File: config.mk
export PLATFORM = sky130hd
export DESIGN_NAME = wt_dcache
export DESIGN_NICKNAME = d
export VERILOG_FILES = /design/src/rtl/wt_dcache.sv
export SDC_FILE = /design/constraint.sdc
export NUM_CORES = 2
export LEC_CHECK = 0
export ABC_AREA = 0
export ABC_CLOCK_PERIOD_IN_PS = 6400
export BUFFER_PORTS_ARGS = -buffer_cell sky130_fd_sc_hd__clkbuf_2
export CAP_MARGIN = 5
export CORE_MARGIN = 2
export CORE_UTILIZATION = 40
export DETAILED_ROUTE_END_ITERATION = 8
export PLACE_DENSITY = 0.55
export SLEW_MARGIN = 25
export SYNTH_ARGS = -nofsm -noshare
export SYNTH_HDL_FRONTEND = slang
export SYNTH_SLANG_ARGS = --single-unit
File: constraint.sdc
create_clock -name clk -period 6.4 [get_ports clk]
set_input_delay 0.32 -clock clk [delete_from_list [all_inputs] [get_ports clk]]
set_output_delay 0.32 -clock clk [all_outputs]
set_load 0.02 [all_outputs]
File: src/rtl/wt_dcache.sv
module wt_dcache #(
  parameter int LINES = 16,
  parameter int WORDS = 4,
  parameter int ADDR_W = 32,
  parameter int DATA_W = 32,
  parameter logic [2:0] BYPASS_SPACE = 3'b111
) (
  input  logic              clk,
  input  logic              rst_n,
  input  logic              cfg_enable,
  input  logic              cfg_freeze,
  input  logic              cfg_wralloc,
  input  logic              inv_all,
  input  logic              inv_one,
  input  logic [ADDR_W-1:0] inv_addr,
  input  logic              cpu_req,
  input  logic              cpu_we,
  input  logic [ADDR_W-1:0] cpu_addr,
  input  logic [2:0]        cpu_space,
  input  logic [DATA_W-1:0] cpu_wdata,
  output logic              cpu_ready,
  output logic [DATA_W-1:0] cpu_rdata,
  output logic              mem_req,
  output logic              mem_we,
  output logic [ADDR_W-1:0] mem_addr,
  output logic [2:0]        mem_space,
  output logic [DATA_W-1:0] mem_wdata,
  input  logic              mem_ready,
  input  logic [DATA_W-1:0] mem_rdata
);
  localparam int IB = $clog2(LINES);
  localparam int WB = $clog2(WORDS);
  localparam int TAG_W = ADDR_W - 2 - WB - IB;

  logic [TAG_W-1:0]  tag_q [LINES];
  logic [2:0]        spc_q [LINES];
  logic [WORDS-1:0]  val_q [LINES];
  logic [DATA_W-1:0] dat_q [LINES*WORDS];
  logic              busy_q;

  logic [IB-1:0]    idx, iidx;
  logic [WB-1:0]    wsel, iw;
  logic [TAG_W-1:0] tag;
  logic [WORDS-1:0] wbit;
  logic             cacheable, line_match, hit, done, wr_upd, alloc;

  assign idx  = cpu_addr[2+WB +: IB];
  assign wsel = cpu_addr[2 +: WB];
  assign tag  = cpu_addr[ADDR_W-1 -: TAG_W];
  assign iidx = inv_addr[2+WB +: IB];
  assign iw   = inv_addr[2 +: WB];
  assign wbit = {{(WORDS-1){1'b0}}, 1'b1} << wsel;

  assign cacheable  = cfg_enable && (cpu_space != BYPASS_SPACE);
  assign line_match = (tag_q[idx] == tag) && (spc_q[idx] == cpu_space);
  assign hit        = cacheable && line_match && val_q[idx][wsel];

  assign done   = busy_q && mem_ready;
  assign wr_upd = done && cpu_we && hit;
  assign alloc  = done && cacheable && !hit && !cfg_freeze && (!cpu_we || cfg_wralloc);

  assign cpu_ready = busy_q ? mem_ready : (cpu_req && !cpu_we && hit);
  assign cpu_rdata = busy_q ? mem_rdata : dat_q[{idx, wsel}];

  assign mem_req   = busy_q;
  assign mem_we    = cpu_we;
  assign mem_addr  = cpu_addr;
  assign mem_space = cpu_space;
  assign mem_wdata = cpu_wdata;

  always_ff @(posedge clk or negedge rst_n) begin
    if (!rst_n) begin
      busy_q <= 1'b0;
      for (int i = 0; i < LINES; i++) val_q[i] <= '0;
    end else begin
      if (!busy_q && cpu_req && !(!cpu_we && hit)) busy_q <= 1'b1;
      else if (done) busy_q <= 1'b0;
      if (alloc) val_q[idx] <= line_match ? (val_q[idx] | wbit) : wbit;
      if (inv_one) val_q[iidx][iw] <= 1'b0;
      if (inv_all)
        for (int i = 0; i < LINES; i++) val_q[i] <= '0;
    end
  end

  always_ff @(posedge clk) begin
    if (alloc) begin
      tag_q[idx] <= tag;
      spc_q[idx] <= cpu_space;
    end
    if (alloc || wr_upd)
      dat_q[{idx, wsel}] <= cpu_we ? cpu_wdata : mem_rdata;
  end
endmodule

==> flow_metrics.env <==
export IMPL_outcome="finished clean"
export IMPL_p_int_mw=28.0
export IMPL_wl_per_cell_um=34.2
export IMPL_nets=5301
export IMPL_clock_sinks=2545
export IMPL_crit_type="primary input to output port"
export IMPL_fmax_ghz=0.200
export IMPL_clk_pin_slew_ns=0.06
export IMPL_core_area_um2=251000
export IMPL_final_hold_viol_count=0
export IMPL_critical_path_endpoint_type="output port"
export IMPL_synth_seq_area_share_pct=75.6
export IMPL_drive_above_1_share_pct=30.1
export IMPL_first_iter_violations=6689
export IMPL_tightest_slew_ns=1.15
export IMPL_numCtsBuffers=284
export IMPL_drv_slew=0
export IMPL_yosys_warnings=0
export IMPL_crit_arrival_ns=4.69
export IMPL_switching_share_pct=21.7
export IMPL_synth_distinct_cells=59
export IMPL_ctsResizeCount=0
export IMPL_ys_seq_elements=2545
export IMPL_die_h_um=506
export IMPL_synth_edff_count=2480
export IMPL_clock_skew_ns=0.111
export IMPL_cts_root_buf="clkbuf_16"
export IMPL_synthCells=4755
export IMPL_cts_tree="done"
export IMPL_grt_pass1_wl_um=413000
export IMPL_synth_fa_ha_area_share_pct=0
export IMPL_num_io_pins=243
export IMPL_grt_max_degree=97
export IMPL_dieWidth_um=506
export IMPL_switching_power_mw=7.76
export IMPL_initial_core_util_pct=40.1
export IMPL_muxShareOfSynthArea_pct=16.0
export IMPL_grt_overflow=0
export IMPL_slew_headroom_pct=23.3
export IMPL_wirelength_um=297000
export IMPL_fin_crit_ns=5.01
export IMPL_portBuffers=212
export IMPL_fin_setup_tns_ns=0
export IMPL_vias_per_cell=6.05
export IMPL_yosys_area_share_simple_pct=2.40
export IMPL_yosys_area_share_xor_xnor_pct=0.296
export IMPL_hpwlAfterDp_um=163000
export IMPL_combPwrFrac_pct=5.9
export IMPL_antenna_found_initial=12
export IMPL_drc_errors=0
export IMPL_synthFlopType="edfxtp_1"
export IMPL_rows=184
export IMPL_grtUsageTotal_pct=23.0
export IMPL_cts_max_path_buffers=4
export IMPL_p_clk_share_pct=42.5
export IMPL_finalSetupViolations=0
export IMPL_async_flop_share_pct=2.55
export IMPL_powerDensity_nw_per_um2=306
export IMPL_crit_path_start_kind="primary input"
export IMPL_rsz0062_at_grt="no"
export IMPL_ant_nets=0
export IMPL_synth_avg_cell_area_um2=21.2
export IMPL_num_fill_cells=20700
export IMPL_syn2layout_area_growth_pct=15.9
export IMPL_total_leakage_power_nw=37.1
export IMPL_die_area_um2=256000
export IMPL_first_pass_iters=5
export IMPL_fin_crit_sh_pct=78.3
export IMPL_worstSkewPairLatency_ns=0.94
export IMPL_critical_path_peak_fanout=68
export IMPL_grt_pass1_vias=52300
export IMPL_worstPathRequired_ns=6.08
export IMPL_max_cap_violations=0
export IMPL_h_tree_depth=5
export IMPL_synthesis_nets=4896
export IMPL_synth_top_family_by_area="multiplexers"
export IMPL_hold_class="primary input to flip-flop"
export IMPL_synth_area_um2=101000
export IMPL_seq_power_share_pct=51.6
export IMPL_vias=52600
export IMPL_power_mw=35.7
export IMPL_synth_compound_area_share_pct=3.82
export IMPL_ir_worst_vdd_mv=0.284
export IMPL_fin_util_pct=46.5
export IMPL_place_congestion=0.790
## sequential cells by signal, summed over array words and instances (netlist names)
signal,flops
mem_req,1
spc_q,48
val_q,64
tag_q,384
dat_q,2048
## repair_timing
item	CTS	global route
buffers inserted	0	0
hold buffers	30	0
endpoints found under the hold margin	498	0
## Yosys cell counts, types with 22 or more instances
master	n	area, um2
a22oi_1	141	1060
nor2_1	67	251
o311ai_0	67	587
buf_1	47	176
inv_1	22	82.6
mux2i_1	168	1680
mux4_2	616	13900
mux2_2	46	518
buf_4	75	563
o21ai_0	39	195
nor4_2	60	751
dfrtp_1	65	1630
edfxtp_1	2480	74500
nor3_1	30	150
buf_2	56	280
nand3_1	86	430
o31ai_1	66	495
clkbuf_1	183	687
a21oi_1	137	686
nand2_1	79	297
## logic make-up after synthesis
logic type      Yosys count
simple gates            403
xor+xnor                 34
mux                     831
buf+inv                 392
compound gates          550
flops                  2545
## final timing paths
check,start,end,slack (ns),cells past startpoint
max in group asynchronous,rst_n,mem_req,5.52,3
worst max register to register,tag_q[2][9],val_q[43],2.02,11
min in group asynchronous,rst_n,val_q[61],0.21,3
worst max-delay path,cpu_addr[4],cpu_rdata[3],1.39,8
worst min-delay path,mem_rdata[4],dat_q[39][4],0.14,4
worst min register to register,val_q[6],val_q[6],0.56,2
## critical path: stages
cell	delay, ns
buf_8	0.55
buf_4	0.57
buf_4	0.80
nand2b_1	0.65
o21ai_0	0.54
nor4_1	0.70
a21oi_1	0.09
clkbuf_2	0.19
## metrics by stage
step                      area (um2)  setup slack (ns)  cells  hold slack (ns)
after floorplan               101000            0.0683   4755           0.0244
after global placement        108000              1.10   8191            0.542
after detailed placement      108000              1.07   8192            0.556
after CTS                     117000              1.39   8692           0.0945
after global routing          117000              1.20   8693            0.162
final                         117000              1.39   8695            0.144
## cell usage in the layout, fill, tap and decap left out, types with 13 or more instances in the layout
cell type / synthesis / final
clkinv_1: 0 / 53
nand4_1: 13 / 13
nor2_1: 67 / 38
clkbuf_16: 0 / 292
o21ai_4: 0 / 19
dlygate4sd3_1: 0 / 30
mux2i_1: 168 / 168
nand2_1: 79 / 78
nor2_4: 0 / 20
mux2_2: 46 / 34
inv_1: 22 / 22
nor4_4: 1 / 61
a22oi_1: 141 / 141
o22ai_1: 18 / 18
o311ai_0: 67 / 67
nor3_1: 30 / 24
o31ai_1: 66 / 66
edfxtp_1: 2480 / 2480
mux4_2: 616 / 616
xor2_1: 18 / 18
clkinv_2: 0 / 32
nand3_1: 86 / 85
dfrtp_1: 65 / 64
bufinv_16: 0 / 13
o21ai_0: 39 / 20
a221oi_1: 21 / 21
clkbuf_2: 0 / 205
and3_1: 13 / 13
a21oi_1: 137 / 137
buf_12: 0 / 61
buf_4: 75 / 186
a22o_1: 17 / 17
xnor2_1: 16 / 16
clkbuf_1: 183 / 69
## power groups by stage
stage	Sequential, mW	Combinational (mW)	Clock [mW]
after detailed placement	18.8	2.11	0
after global placement	18.8	2.07	0
after global routing	18.4	2.24	16.1
after floorplan	18.8	1.23	0
final	18.4	2.10	15.2
after CTS	18.4	2.13	15.4
## routing by layer
metal	part of all wire [%]	GRT usage (%)	up-vias	wire, um
met3	7.9	4.09	461	23600
met4	2.7	6.20	4	8130
met5	0.0074	0	-	22
met2	48	36.6	2310	142000
met1	42	32.8	28800	124000
li1	-	-	21000	-
## layout make-up
class / instances / area [um2] / share of cell area [%]
well taps: 3348 / 4190 / 3.59
inverters: 22 / 82.6 / 0.0708
multi-input cells: 1818 / 23700 / 20.4
clock buffers: 364 / 7610 / 6.52
clock inverters: 106 / 832 / 0.714
repair buffers: 489 / 4060 / 3.48
diodes: 3 / 7.51 / 0.00644
flip-flops and latches: 2545 / 76100 / 65.3
Note: power is estimated with default switching activity, not from simulation.
